## src/rtl/vlps_pkg.sv

```systemverilog
package vlps_pkg;

    localparam int SLOTS_PER_WORD = 3;
    localparam int SEQ_PAIRS      = 6;
    localparam int SEQ_WORDS      = 2 * SEQ_PAIRS;
    localparam int SEQ_W          = 31;
    localparam int SEQ_IDX_W      = $clog2(SEQ_WORDS);
    localparam int LEN_ENTRIES    = 8;
    localparam int LEN_W          = 16;
    localparam int LEN_WORDS      = LEN_ENTRIES / 2;
    localparam int LEN_WORD_IDX_W = $clog2(LEN_WORDS);
    localparam int LIDX_W         = $clog2(LEN_ENTRIES);
    localparam int DT_W           = 6;
    localparam int SLOT_STRIDE    = 10;
    localparam int DT_OFS         = 3;
    localparam int EN_OFS         = 9;
    localparam int LP_BIT         = 30;
    localparam int LINE_SLOTS     = 2 * SLOTS_PER_WORD;
    localparam int SLOT_IDX_W     = $clog2(LINE_SLOTS);

    localparam logic [DT_W-1:0] DT_VSYNC_BEG = 6'h01;
    localparam logic [DT_W-1:0] DT_VSYNC_FIN = 6'h11;
    localparam logic [DT_W-1:0] DT_HSYNC_BEG = 6'h21;
    localparam logic [DT_W-1:0] DT_HSYNC_FIN = 6'h31;
    localparam logic [DT_W-1:0] DT_BLANK     = 6'h19;
    localparam logic [DT_W-1:0] DT_PIX24     = 6'h3E;

    typedef enum logic [1:0] {
        PAY_NONE  = 2'd0,
        PAY_FILL  = 2'd1,
        PAY_PIXEL = 2'd2
    } pay_e;

    function automatic logic [SEQ_W-1:0] slot_bits(input int s,
                                                   input logic [DT_W-1:0] dt,
                                                   input logic [LIDX_W-1:0] li);
        logic [SEQ_W-1:0] w;
        w = '0;
        w[SLOT_STRIDE*s +: LIDX_W]        = li;
        w[SLOT_STRIDE*s + DT_OFS +: DT_W] = dt;
        w[SLOT_STRIDE*s + EN_OFS]         = 1'b1;
        return w;
    endfunction

    function automatic logic [SEQ_W-1:0] sync_word(input logic [DT_W-1:0] first,
                                                   input logic lp);
        logic [SEQ_W-1:0] w;
        w = slot_bits(0, first, 3'd0) | slot_bits(1, DT_BLANK, 3'd1)
          | slot_bits(2, DT_HSYNC_FIN, 3'd0);
        w[LP_BIT] = lp;
        return w;
    endfunction

    // Reset profile of the sequence words (word index = 2*pair + second)
    function automatic logic [SEQ_W-1:0] default_word(input int idx);
        logic [SEQ_W-1:0] w;
        unique case (idx)
            0:       w = sync_word(DT_VSYNC_BEG, 1'b1);
            2:       w = sync_word(DT_VSYNC_FIN, 1'b1);
            4, 8:    w = sync_word(DT_HSYNC_BEG, 1'b1);
            6, 10:   w = sync_word(DT_HSYNC_BEG, 1'b0);
            7, 11:   w = slot_bits(0, DT_BLANK, 3'd2) | slot_bits(1, DT_PIX24, 3'd3)
                       | slot_bits(2, DT_BLANK, 3'd4);
            default: w = '0;
        endcase
        return w;
    endfunction

    function automatic logic [LEN_W-1:0] default_len(input int entry);
        return (entry >= LEN_ENTRIES - 2) ? LEN_W'(16'h000F) : '0;
    endfunction

    function automatic pay_e classify(input logic [DT_W-1:0] dt);
        if (dt == DT_PIX24)       return PAY_PIXEL;
        else if (dt[3:0] >= 4'h9) return PAY_FILL;
        else                      return PAY_NONE;
    endfunction

endpackage

```

## src/rtl/vlps_cfg_regs.sv

```systemverilog
module vlps_cfg_regs
    import vlps_pkg::*;
#(
    parameter int ADDR_W = 5
) (
    input  logic              clk,
    input  logic              rst_n,
    input  logic              wr_en,
    input  logic [ADDR_W-1:0] wr_addr,
    input  logic [31:0]       wr_data,
    output logic [SEQ_W-1:0]  seq_q [SEQ_WORDS],
    output logic [LEN_W-1:0]  len_q [LEN_ENTRIES]
);

    localparam int LEN_BASE = SEQ_WORDS;

    logic [2*LEN_W-1:0] lenw_q [LEN_WORDS];
    logic [ADDR_W-1:0]  len_off;
    logic               hit_seq;
    logic               hit_len;

    assign len_off = wr_addr - ADDR_W'(LEN_BASE);
    assign hit_seq = wr_en && (wr_addr < ADDR_W'(SEQ_WORDS));
    assign hit_len = wr_en && !hit_seq && (wr_addr < ADDR_W'(LEN_BASE + LEN_WORDS));

    always_ff @(posedge clk or negedge rst_n) begin
        if (!rst_n) begin
            for (int i = 0; i < SEQ_WORDS; i++) seq_q[i] <= default_word(i);
            for (int k = 0; k < LEN_WORDS; k++)
                lenw_q[k] <= {default_len(2*k+1), default_len(2*k)};
        end else if (hit_seq) begin
            seq_q[wr_addr[SEQ_IDX_W-1:0]] <= wr_data[SEQ_W-1:0];
        end else if (hit_len) begin
            lenw_q[len_off[LEN_WORD_IDX_W-1:0]] <= wr_data;
        end
    end

    for (genvar k = 0; k < LEN_WORDS; k++) begin : g_len_split
        assign len_q[2*k]   = lenw_q[k][LEN_W-1:0];
        assign len_q[2*k+1] = lenw_q[k][2*LEN_W-1:LEN_W];
    end

endmodule

```

## src/rtl/vlps_slot_pick.sv

```systemverilog
module vlps_slot_pick #(
    parameter int N = 6
) (
    input  logic [N-1:0]         mask,
    input  logic [$clog2(N):0]   from,
    output logic                 found,
    output logic [$clog2(N)-1:0] idx
);

    localparam int IW = $clog2(N);

    // Lowest enabled slot at or above "from"
    always_comb begin
        found = 1'b0;
        idx   = '0;
        for (int i = N - 1; i >= 0; i--) begin
            if (mask[i] && (i >= int'(from))) begin
                found = 1'b1;
                idx   = IW'(i);
            end
        end
    end

endmodule

```

## src/rtl/vid_line_pkt_sched.sv

```systemverilog
module vid_line_pkt_sched
    import vlps_pkg::*;
#(
    parameter int ADDR_W = 5
) (
    input  logic              clk,
    input  logic              rst_n,
    input  logic              cfg_we,
    input  logic [ADDR_W-1:0] cfg_addr,
    input  logic [31:0]       cfg_wdata,
    input  logic              line_start,
    input  logic [1:0]        line_kind,
    input  logic              line_active,
    input  logic              pkt_ready,
    output logic              pkt_valid,
    output logic [5:0]        pkt_dtype,
    output logic [15:0]       pkt_len,
    output logic [1:0]        pkt_payload,
    output logic              line_done,
    output logic              lp_req
);

    localparam int IW = SLOT_IDX_W;

    typedef enum logic [1:0] {
        ST_IDLE,
        ST_SEND,
        ST_FIN
    } state_e;

    state_e state_q, state_d;
    logic [IW-1:0] idx_q, idx_d;

    logic [SEQ_W-1:0] seq_q [SEQ_WORDS];
    logic [LEN_W-1:0] len_q [LEN_ENTRIES];

    logic [SEQ_W-1:0] lo_q, hi_q;
    logic [LEN_W-1:0] len_cap [LEN_ENTRIES];
    logic             lp_q;

    logic [2:0]       pair_sel;
    logic [SEQ_W-1:0] live_lo, live_hi;
    logic             first_found, next_found;
    logic [IW-1:0]    first_idx, next_idx;
    logic             take;

    function automatic logic [LINE_SLOTS-1:0] en_mask(input logic [SEQ_W-1:0] lo,
                                                      input logic [SEQ_W-1:0] hi);
        logic [LINE_SLOTS-1:0] m;
        for (int s = 0; s < SLOTS_PER_WORD; s++) begin
            m[s]                  = lo[SLOT_STRIDE*s + EN_OFS];
            m[SLOTS_PER_WORD + s] = hi[SLOT_STRIDE*s + EN_OFS];
        end
        return m;
    endfunction

    vlps_cfg_regs #(.ADDR_W(ADDR_W)) u_regs (
        .clk     (clk),
        .rst_n   (rst_n),
        .wr_en   (cfg_we),
        .wr_addr (cfg_addr),
        .wr_data (cfg_wdata),
        .seq_q   (seq_q),
        .len_q   (len_q)
    );

    // Line kind to pair: kinds 0/1 direct, kinds 2/3 pick a pair by the active flag
    always_comb begin
        if (line_kind < 2'd2) pair_sel = {1'b0, line_kind};
        else                  pair_sel = {line_kind, 1'b0} - 3'd2 + {2'b00, line_active};
    end

    assign live_lo = seq_q[{pair_sel, 1'b0}];
    assign live_hi = seq_q[{pair_sel, 1'b1}];
    assign take    = (state_q == ST_IDLE) && line_start;

    vlps_slot_pick #(.N(LINE_SLOTS)) u_pick_first (
        .mask  (en_mask(live_lo, live_hi)),
        .from  ('0),
        .found (first_found),
        .idx   (first_idx)
    );

    vlps_slot_pick #(.N(LINE_SLOTS)) u_pick_next (
        .mask  (en_mask(lo_q, hi_q)),
        .from  ({1'b0, idx_q} + (IW+1)'(1)),
        .found (next_found),
        .idx   (next_idx)
    );

    always_comb begin
        state_d = state_q;
        idx_d   = idx_q;
        unique case (state_q)
            ST_IDLE: if (line_start) begin
                state_d = first_found ? ST_SEND : ST_FIN;
                idx_d   = first_idx;
            end
            ST_SEND: if (pkt_ready) begin
                state_d = next_found ? ST_SEND : ST_FIN;
                idx_d   = next_idx;
            end
            ST_FIN:  state_d = ST_IDLE;
            default: state_d = ST_IDLE;
        endcase
    end

    always_ff @(posedge clk or negedge rst_n) begin
        if (!rst_n) begin
            state_q <= ST_IDLE;
            idx_q   <= '0;
        end else begin
            state_q <= state_d;
            idx_q   <= idx_d;
        end
    end

    // Snapshot of the selected pair and the length table at line start
    always_ff @(posedge clk or negedge rst_n) begin
        if (!rst_n) begin
            lo_q <= '0;
            hi_q <= '0;
            lp_q <= 1'b0;
            for (int e = 0; e < LEN_ENTRIES; e++) len_cap[e] <= '0;
        end else if (take) begin
            lo_q <= live_lo;
            hi_q <= live_hi;
            lp_q <= live_lo[LP_BIT] | live_hi[LP_BIT];
            for (int e = 0; e < LEN_ENTRIES; e++) len_cap[e] <= len_q[e];
        end
    end

    logic [SEQ_W-1:0]  cur_word;
    logic [IW-1:0]     cur_sub;
    logic [DT_W-1:0]   cur_dt;
    logic [LIDX_W-1:0] cur_li;

    always_comb begin
        if (idx_q < IW'(SLOTS_PER_WORD)) begin
            cur_word = lo_q;
            cur_sub  = idx_q;
        end else begin
            cur_word = hi_q;
            cur_sub  = idx_q - IW'(SLOTS_PER_WORD);
        end
        cur_dt = cur_word[SLOT_STRIDE*int'(cur_sub) + DT_OFS +: DT_W];
        cur_li = cur_word[SLOT_STRIDE*int'(cur_sub) +: LIDX_W];
    end

    always_comb begin
        pkt_valid   = (state_q == ST_SEND);
        pkt_dtype   = cur_dt;
        pkt_len     = len_cap[cur_li];
        pkt_payload = 2'(classify(cur_dt));
        line_done   = (state_q == ST_FIN);
        lp_req      = (state_q == ST_FIN) && lp_q;
    end

endmodule

```

## config.mk

```make
export PLATFORM = sky130hd
export DESIGN_NAME = vid_line_pkt_sched
export DESIGN_NICKNAME = d
export VERILOG_FILES = /design/src/rtl/vlps_pkg.sv /design/src/rtl/vlps_cfg_regs.sv /design/src/rtl/vlps_slot_pick.sv /design/src/rtl/vid_line_pkt_sched.sv
export SDC_FILE = /design/constraint.sdc
export NUM_CORES = 1
export LEC_CHECK = 0
export CAP_MARGIN = 20
export CORE_MARGIN = 8
export CORE_UTILIZATION = 35
export DETAILED_ROUTE_END_ITERATION = 7
export DONT_BUFFER_PORTS = 1
export SYNTH_ARGS = -nofsm -noshare
export SYNTH_HDL_FRONTEND = slang
export SYNTH_HIERARCHICAL = 1
export SYNTH_SLANG_ARGS = --single-unit
export TNS_END_PERCENT = 10
```

## constraint.sdc

```tcl
create_clock -name clk -period 4.3 [get_ports clk]
set_input_delay 0.215 -clock clk [delete_from_list [all_inputs] [get_ports clk]]
set_output_delay 0.215 -clock clk [all_outputs]
set_load 0.01 [all_outputs]
```

Word level (Yosys, flattened, before mapping)
Cells that the tools add are included.

ROM bits: 0. Bits in writable memories: 0. Latch bits: 0. Output and inout port bits: 27. Flip-flop bits (word level): 696. Memories: 0. Logic and storage cells: 139.

$add $sub $neg: 6. Equality and inequality tests: 5. Divide/modulo/power cells: 0. Muxes and demuxes: 52. Bitwise operators: 7. Order comparisons: 18. $mul: 1. Shift-type cells: 2. Reductions and logical operators: 19.

Operator list (count): bitwise mux 372 bit (1); binary-select mux 31 bit (select 4 bit) (2); two-way mux 31 bit (6); bitwise mux 128 bit (1); demux 31 bit (select 4 bit) (1); demux 32 bit (select 2 bit) (1); binary-select mux 16 bit (select 3 bit) (1); two-way mux 3 bit (16); adder 32 x 3 -> 32 bit, second input constant (1); two-way mux 16 bit (2); two-way mux 32 bit (1); variable part select 31 x 32 -> 6 bit (1); variable part select 31 x 8 -> 3 bit (1); >= comparator 5 bit, second input constant (3); NOT 4 -> 5 bit (3); logical AND 1 bit (13); two-way mux 1 bit (13); two-way mux 2 bit (5); >= comparator 1 x 4 -> 1 bit, first input constant (2); >= comparator 2 x 4 -> 1 bit, first input constant (2); >= comparator 3 x 4 -> 1 bit, first input constant (2); >= comparator 4 bit, second input constant (2); == test 6 bit, second input constant (1); multiplier 3 x 3 -> 6 bit, first input constant (1); 25 further kinds (28).

Depth between registers and ports, before layout
Gate-level depths: netlist (run 1).

Depth in word-level cells: 16. Depth in mapped cells: 17. Gate-level depth less buffers: 14.

Modules after synthesis
The synthesis (run 1) kept the hierarchy.

Modules (own cells, without submodules): vlps_cfg_regs (cells an instance 1108, area each 18985.7 um2, instances 1); vid_line_pkt_sched (cells an instance 1348, area each 13181.4 um2, instances 1); vlps_slot_pick (cells an instance 22, area each 165.2 um2, instances 2).

Least setup slack after synthesis (run 1)
No wires, ideal clock.

Path type: register -> output. From: register idx_q[0]. To: output port pkt_payload[0]. Path slack: 189 ps. Data arrival time: 3896 ps. Path buffers: 0. Required time: 4085 ps. Stages on the path, launching flop included: 13. Cell sequence: dfrtp_1 -> ha_1 -> xor2_1 -> nor2_1 -> ha_1 -> xor2_2 -> mux4_2 -> and2_1 -> a31oi_1 -> nor3_1 -> or4_4 -> o31a_1 -> o21a_1.

Cells in the longest elaborated chain, start to end: 8. Elaborated cells on any way between the ends: 11.

RTL lines: from (decl) (RTL line vid_line_pkt_sched.sv:32) `logic [IW-1:0] idx_q, idx_d;`; from (signal assigned) (RTL line vid_line_pkt_sched.sv:114) `idx_q <= idx_d;`; subtractor 3 x 2 -> 3 bit or < comparator 3 x 2 -> 1 bit (tied branches) (RTL line vid_line_pkt_sched.sv:144, vid_line_pkt_sched.sv:139); two-way mux 3 bit (RTL line vid_line_pkt_sched.sv:139) `if (idx_q < IW'(SLOTS_PER_WORD)) begin`; multiplier 3 x 3 -> 6 bit (RTL line vid_line_pkt_sched.sv:146) `cur_dt = cur_word[SLOT_STRIDE*int'(cur_sub) + DT_OFS +: DT_W];`; adder 32 x 3 -> 32 bit (RTL line vid_line_pkt_sched.sv:146); variable part select 31 x 32 -> 6 bit * (RTL line vid_line_pkt_sched.sv:146); via pkt_dtype[1] (RTL line vid_line_pkt_sched.sv:16) `output logic [5:0] pkt_dtype,`; >= comparator 4 bit (RTL line vlps_pkg.sv:75) `else if (dt[3:0] >= 4'h9) return PAY_FILL;`; two-way mux 1 bit (RTL line vlps_pkg.sv:75); two-way mux 2 bit * (RTL line vlps_pkg.sv:74) `if (dt == DT_PIX24) return PAY_PIXEL;`; to (decl) (RTL line vid_line_pkt_sched.sv:18) `output logic [1:0] pkt_payload,`.

The timed path passes the listed nets; every way through them passes the cells marked *.

Worst setup path after layout (run 1)
From: register idx_q[2]. To: output port pkt_payload[0].

Cells in the longest elaborated chain, start to end: 8. Elaborated cells on any way between the ends: 11.

RTL lines (RTL line): subtractor 3 x 2 -> 3 bit or < comparator 3 x 2 -> 1 bit (tied branches) (vid_line_pkt_sched.sv:144, vid_line_pkt_sched.sv:139); two-way mux 3 bit (vid_line_pkt_sched.sv:139); multiplier 3 x 3 -> 6 bit (vid_line_pkt_sched.sv:146); adder 32 x 3 -> 32 bit (vid_line_pkt_sched.sv:146); variable part select 31 x 32 -> 6 bit * (vid_line_pkt_sched.sv:146); >= comparator 4 bit (vlps_pkg.sv:75); two-way mux 1 bit (vlps_pkg.sv:75); two-way mux 2 bit * (vlps_pkg.sv:74).

Mark *: on every way between the ends. The rest lies on a longest branch, timed or not.

==> results by group, run 1 <==
Synthesis
  • Area leader, netlist: dfrtp_1
  • FF+latch count, synth: 696
  • Ys flop type: dfrtp_1
  • Avg Cell Area, Syn: 13.00 um2
  • Cell Area, Synth: 32500 um2
  • Async set-reset flop share out of synthesis: 100.0%
  • Ys Warns: 6
  • Mapped Cells: 2500
  • Synth cell types: 88
  • Post-synthesis sequential area ratio: 54.05%
  • EDFF count, synth: 0
  • Largest cells by area after synthesis: dfrtp_1 44%, mux2_2 21%, dfstp_2 9.6%
  • Post-synth top area share: 44.43%

STA
  • Worst Tran Pin Value: 3.486 ns
  • Clock period minus final worst setup slack: 4.213 ns
  • Fin. Hold Viols: 383
  • Period utilization: 97.98%
  • Worst slew margin: -132.4%
  • RSZ-0062 raised after global routing: yes
  • Count of pins over their slew limit: 620
  • Fmax: 237.4 MHz
  • Fin Clk Skew: 0.02219 ns
  • Final setup vio count: 0
  • Worst Hold Slack: -0.6462 ns

Routing
  • DRT Wirelength: 85930 um
  • Vias: 20370
  • Final ANT Viol Nets: 0
  • Via/cell ratio: 5.296
  • Drt first pass iters: 6
  • DRT iter0 DRCs: 1229
  • WL per Instance: 22.34 um
  • Number of remaining DRC errors: 0

Setup path
  • Critical path depth: 12
  • Family with the most delay on the worst path: compound AO/OA/AOI/OAI gates
  • Required time of the critical path: 4.09 ns
  • Critical path buffer and inverter count: 2
  • Worst Setup End Kind: output port
  • Crit path to: pkt_payload[0]
  • Max incr delay on CP: 0.58 ns
  • Crit path DAT: 4.00 ns
  • CP Max Fanout: 12
  • Worst Setup Start Kind: flip-flop
  • Critical-path top delay cell: mux4_1
  • Worst path cell trace: nor2b_2, a21oi_2, clkinv_4, ha_4, xor2_4, buf_6, mux4_1, o2111ai_1, a21oi_1, a311o_1, o31a_1, o21a_1
  • Reg2reg setup slack: 1.34 ns
  • Reg-to-reg startpoint: u_regs/seq_q[153]
  • Reg-to-Reg End: state_q[0]
  • Setup crit start: idx_q[2]
  • Reg2Reg Depth: 9
  • Critical Setup Path Class: reg2out

Power
  • Maximum vdd drop: 0.8485 mV
  • PwrDens: 774.9 nW/um2
  • Leakage: 16.46 nW

Floorplanning
  • Core Rows: 111
  • # IOs: 72
  • Die Ht: 320.7 um
  • Die W: 320.7 um
  • Die area: 102900 um2
  • Starting Density: 35.40%
  • CORE AREA: 91800 um2

Placement
  • IO buf count: 0
  • Placer congestion estimate: 0.8206
  • Placed Area: 33920 um2
  • HPWL after detailed placement: 50590 um

Global routing
  • Number of global-route vias before repair: 21280
  • GRT Overall Usage: 16.39%
  • Initial antenna violation count: 11
  • Pin count of the biggest net entering global routing: 697
  • GRT overflow: 0
  • First-pass GRT wire length: 131500 um

Finish
  • Area Growth Syn to Fin: 14.20%
  • Final Cell Area: 37110 um2
  • NumNets Final: 2584
  • Final design utilization: 40.43%
  • Share of cells above drive strength 1: 40.19%

CTS
  • Insertion delay to the later sink of the worst-skew pair: 0.62 ns
  • Hold Buf Count CTS: 41
  • Clk pin slew, worst setup/hold paths: 0.06 ns
  • Clk sink count: 696
  • CTS tree: yes
  • H-Tree Level Count: 3
  • Largest buffer count on any clock path: 3
  • Clk root buf: clkbuf_16
  • CTS Buf Count: 76

Outcome
  • Violations in the final reports: hold timing, slew limit
  • Run status: complete, but fails checks

Worst hold path
  • Hold Crit Class: in2async

Run
  • Max-cap violations: 0
==> cell families after synthesis <==
kind of cell / count (synthesis) / synth area share (%)
flops: 696 / 54.05
simple gates: 334 / 4.851
mux: 882 / 30.44
compound gates: 367 / 7.254
buf+inv: 210 / 3.038
xor+xnor: 5 / 0.1579
other cells: 1 / 0.01154
fa+ha+maj: 5 / 0.1925
==> per-stage QoR <==
stage	setup WS [ns]	total power [mW]	TNS (ns)	cells
6_report	0.08704	28.76	0	3847
5_1_grt	-0.02489	30.38	-0.03331	3840
4_1_cts	-0.02647	28.60	-0.02647	3824
3_5_place_dp	0.4182	21.68	0	3638
3_3_place_gp	0.4523	21.45	0	3635
2_1_floorplan	0.1889	17.50	0	2520
==> worst min path at each step <==
| stage | startpoint | to | slack, ns | cells past startpoint |
|---|---|---|---|---|
| finish | rst_n | u_regs/seq_q[345] | -0.65 | 0 |
| global route | rst_n | u_regs/seq_q[97] | -0.70 | 0 |
| CTS | rst_n | u_regs/seq_q[79] | -0.65 | 0 |
| detailed placement | rst_n | u_regs/seq_q[97] | 0.002 | 0 |
| global placement | rst_n | u_regs/seq_q[251] | 0.0008 | 0 |
| floorplan | rst_n | hi_q[0] | -0.08 | 0 |
==> layout by cell type, fill, tap and decap left out, types with 4 or more instances in the layout <==
| master | netlist | routed |
|---|---|---|
| a211oi_1 | 60 | 60 |
| a21oi_1 | 183 | 183 |
| a221o_1 | 4 | 4 |
| a222oi_1 | 16 | 16 |
| a22o_1 | 5 | 5 |
| a31oi_1 | 6 | 6 |
| and2b_1 | 4 | 4 |
| buf_12 | 0 | 9 |
| buf_4 | 15 | 84 |
| clkbuf_1 | 121 | 23 |
| clkbuf_16 | 0 | 77 |
| clkbuf_8 | 0 | 18 |
| clkinv_2 | 0 | 11 |
| conb_1 | 1 | 21 |
| dfrtp_1 | 577 | 575 |
| dfstp_2 | 119 | 119 |
| diode_2 | 0 | 9 |
| dlygate4sd3_1 | 0 | 40 |
| inv_1 | 6 | 5 |
| mux2_1 | 9 | 9 |
| mux2_2 | 616 | 616 |
| mux2_4 | 31 | 31 |
| mux2i_1 | 217 | 216 |
| mux4_1 | 4 | 4 |
| mux4_2 | 5 | 5 |
| nand2_1 | 47 | 37 |
| nand2_2 | 0 | 10 |
| nand2b_1 | 9 | 9 |
| nand3_1 | 7 | 6 |
| nand3b_1 | 4 | 4 |
| nand4_1 | 5 | 5 |
| nor2_1 | 197 | 194 |
| nor2b_1 | 16 | 14 |
| nor3_1 | 14 | 14 |
| o2111ai_1 | 6 | 6 |
| o211ai_1 | 12 | 12 |
| o21ai_0 | 26 | 26 |
==> worst reg2reg max path: cells and delay by family (launching register included) <==
kind            cells  cell delay (ns)
simple gates        2             0.19
buf+inv             1             0.56
compound gates      5             1.53
flops               1             0.53
mux                 1             0.07
==> area by class of cell <==
type,instances,area (um2)
diodes,9,22.52
clock buffers,117,2236
clock inverters,22,209.0
fillers,8572,54690
inverters,7,31.28
multi-input cells,1614,14180
flip-flops and latches,696,17570
well taps,1243,1555
repair buffers,139,1313
==> state kept, by name, summed over array words and instances (netlist names) <==
| signal | flops |
|---|---|
| u_regs/seq_q | 372 |
| len_cap | 128 |
| u_regs/len_q | 128 |
| hi_q | 31 |
| lo_q | 31 |
| idx_q | 3 |
| state_q | 2 |
| lp_q | 1 |
==> Yosys cell counts, types with 4 or more instances <==
library cell and instances:
nand2b_1 9, nor2_1 197, a21oi_1 183, mux4_1 4, ha_1 5, and2b_1 4
mux2_4 31, mux2_1 9, a31oi_1 6, a211oi_1 60, a222oi_1 16, o21ai_0 26
and3_1 4, nand2_1 47, nor2b_1 16, nor3_1 14, nand3_1 7, mux2_2 616
mux4_2 5, mux2i_1 217, buf_2 50, inv_1 6, dfrtp_1 577, nand4_1 5
dfstp_2 119, a221o_1 4, buf_4 15, o2111ai_1 6, nand3b_1 4, o211ai_1 12
a22o_1 5, clkbuf_1 121, buf_6 10, buf_1 5
==> power breakdown <==
group	total (mW)	switching [mW]	internal (mW)
sequential	9.65	1.20	8.45
clock	6.34	2.62	3.72
combinational	12.8	6.49	6.28
total	28.8	10.3	18.5
==> routing by layer <==
layer  vias up  track usage (%)  wire length [um]  share of wire (%)
met5         -                0                40              0.047
met4         6            4.229              1969                2.3
met3       138            2.645              3704                4.3
met2       381            27.12             40700                 47
met1     10730            22.35             39510                 46
li1       9115                -                 -                  -
==> what timing repair did <==
action                                  CTS  global route
endpoints found under the hold margin  1252           639
gates cloned                              0             1
setup buffers                             6            13
resized for setup                        12            16
setup endpoints to repair                13             5
pin swaps                                 3            10
(Power assumes the default switching activity.)
==> run 2: changes to the inputs <==
- GPL_TIMING_DRIVEN: unset -> 0
- HOLD_SLACK_MARGIN: unset -> 0.06
==> run 2 against run 1 <==
Effect of this change: the flow finishes with violations (hold timing, slew limit, setup timing); hold slack worse by 0.0090 ns; global-route usage is 2.3 points higher; largest power group unchanged; clock power is 1% higher; via count is 4.9% higher; register-to-register slack worse by 0.35 ns; routed wire length is 14% higher; first-iteration DRC count is 36% higher; maximum frequency is 5.8% lower; total power is 1.5% higher; utilization is 0.60 points higher; critical path type unchanged; critical path depth is 2 higher.
==> results by group, run 2 (synthesis results as in run 1) <==
Outcome
  • Run status: complete, but fails checks
  • Violations in the final reports: hold timing, slew limit, setup timing

Setup path
  • Worst path cell trace: buf_6, buf_4, a21oi_4, nor2_4, ha_4, xor2_4, buf_12, mux4_2, and2_1, a31oi_1, nor3_1, or4_4, o31a_1, o21a_1
  • Max incr delay on CP: 0.61 ns (+0.03 ns)
  • Critical path buffer and inverter count: 3 (+1)
  • Critical-path top delay cell: or4_4
  • Reg2reg setup slack: 0.99 ns (-0.35 ns)
  • Family with the most delay on the worst path: simple AND/OR/NAND/NOR gates
  • Critical path depth: 14 (+2)
  • CP Max Fanout: 4 (-8)
  • Worst Setup Start Kind: flip-flop
  • Worst Setup End Kind: output port
  • Crit path DAT: 4.26 ns (+0.26 ns)
  • Required time of the critical path: 4.09 ns (about the same)
  • Reg2Reg Depth: 6 (-3)
  • Critical Setup Path Class: reg2out

CTS
  • Hold Buf Count CTS: 39 (-4.9%)
  • Clk root buf: clkbuf_16
  • CTS Buf Count: 76 (unchanged)
  • Clk sink count: 696 (unchanged)
  • CTS tree: yes
  • Insertion delay to the later sink of the worst-skew pair: 0.62 ns (about the same)
  • Largest buffer count on any clock path: 3 (unchanged)
  • H-Tree Level Count: 3 (unchanged)
  • Clk pin slew, worst setup/hold paths: 0.06 ns (about the same)

Placement
  • Pre-CTS setup slack: -0.9437 ns (-1.362 ns)
  • HPWL after detailed placement: 68410 um (+35%)
  • Placer congestion estimate: 0.8938 (+8.9%)
  • IO buf count: 0 (unchanged)

Floorplanning
  • Core Rows: 111 (unchanged)
  • # IOs: 72 (unchanged)
  • Die Ht: 320.7 um (unchanged)
  • Starting Density: 35.40% (unchanged)
  • Die area: 102900 um2 (unchanged)
  • CORE AREA: 91800 um2 (unchanged)
  • Die W: 320.7 um (unchanged)

Routing
  • DRT iter0 DRCs: 1674 (+36%)
  • Drt first pass iters: 5 (-1)
  • Number of remaining DRC errors: 0 (unchanged)
  • DRT Wirelength: 97870 um (+14%)
  • Vias: 21370 (+4.9%)
  • WL per Instance: 24.56 um (+10%)
  • Via/cell ratio: 5.363 (+1.3%)
  • Final ANT Viol Nets: 0 (unchanged)

Power
  • Flop pwr share: 33.0% (-0.5 points)
  • Psw: 11.09 mW (+7.6%)
  • Cell internal pwr: 18.09 mW (-1.9%)
  • Total Power: 29.18 mW (+1.5%)
  • Switching share of power: 38.00% (+2.2 points)
  • Leakage: 16.63 nW (+1.0%)
  • PwrDens: 774.9 nW/um2 (about the same)
  • Maximum vdd drop: 0.7458 mV (-12%)
  • Clock Power Share: 22.0% (about the same)
  • Combinational Power Share: 45.0% (+0.6 points)

Global routing
  • GRT Overall Usage: 18.69% (+2.3 points)
  • Pin count of the biggest net entering global routing: 697 (unchanged)
  • Number of global-route vias before repair: 22370 (+5.1%)
  • Initial antenna violation count: 6 (-5)
  • First-pass GRT wire length: 146700 um (+12%)
  • GRT overflow: 0 (unchanged)

STA
  • Total negative slack: -0.2746 ns (-0.2746 ns)
  • Count of pins over their slew limit: 596 (-3.9%)
  • Final setup vio count: 2 (+2)
  • Final worst slack: -0.1728 ns (-0.2598 ns)
  • Fmax: 223.6 MHz (-5.8%)
  • Fin Clk Skew: 0.02660 ns (+0.004405 ns)
  • Fin. Hold Viols: 580 (+51%)
  • Worst Hold Slack: -0.6552 ns (-0.009044 ns)
  • Clock period minus final worst setup slack: 4.473 ns (+0.2598 ns)
  • Worst Tran Pin Value: 2.863 ns (-0.6230 ns)
  • Worst slew margin: -90.89% (+42 points)
  • RSZ-0062 raised after global routing: yes
  • Period utilization: 104.0% (+6.0 points)

Finish
  • Share of cells above drive strength 1: 38.76% (-1.4 points)
  • Max FFs per register: 372 (unchanged)
  • NumNets Final: 2729 (+5.6%)
  • Most flops, register: u_regs/seq_q
  • Area Growth Syn to Fin: 15.89%
  • Most frequent cells in the layout: 616 x mux2_2, 575 x dfrtp_1, 211 x mux2i_1, 195 x nor2_1, 183 x a21oi_1
  • Final design utilization: 41.02% (+0.60 points)
  • Commonest non-fill, non-tap cell in the layout: mux2_2

Worst hold path
  • Hold Crit Class: in2async

Run
  • Max-cap violations: 0 (unchanged)
-- run 2: routing by layer --
metal	global-route usage [%]	vias to the layer above	routed length, um	part of all wire (%)
met4	5.592	4	3036	3.1
li1	-	9387	-	-
met1	24.83	11230	42870	44
met3	3.136	171	4948	5.1
met5	0	-	26	0.027
met2	31.22	583	46990	48
-- run 2: worst paths after layout --
kind,startpoint,endpoint
max reg2reg,state_q[0],lo_q[1]
min in group clk,cfg_addr[3],u_regs/seq_q[30]
min,rst_n,lo_q[3]
min reg2reg,u_regs/seq_q[124],u_regs/seq_q[124]
max,idx_q[2],pkt_payload[0]
max in group asynchronous,rst_n,idx_q[0]
-- run 2: power groups by stage --
stage | combinational (mW) | clock, mW | sequential (mW)
after global placement | 11.3 | 0 | 9.62
after CTS | 12.8 | 6.56 | 9.63
after global routing | 13.9 | 6.83 | 9.84
after detailed placement | 11.5 | 0 | 9.73
final | 13.1 | 6.41 | 9.64
after floorplan | 8.29 | 0 | 9.21
-- run 2: timing repair --
action / in CTS / in global routing
setup buffers: 31 / 12
setup endpoints to repair: 24 / 15
gates resized for setup: 41 / 20
endpoints found under the hold margin: 899 / 684
pin swaps: 20 / 17
-- run 2: cell type report --
class	count	area [um2]
Fill cell	8548	54140
Sequential cell	696	17570
Multi-Input combinational cell	1614	14220
Clock buffer	117	2257
Tap cell	1243	1555
Buffer	201	1001
Timing Repair Buffer	83	805.8
Clock inverter	22	215.2
Inverter	7	28.78
Antenna cell	2	5.005
-- run 2: per-stage QoR --
step           instances  hold slack (ns)  area, um2
2_1_floorplan       2520         -0.08059      32570
3_3_place_gp        3763          0.01685      34130
3_5_place_dp        3764          0.02009      34140
4_1_cts             3972          -0.6363      37510
5_1_grt             3984          -0.6923      37660
6_report            3985          -0.6552      37660
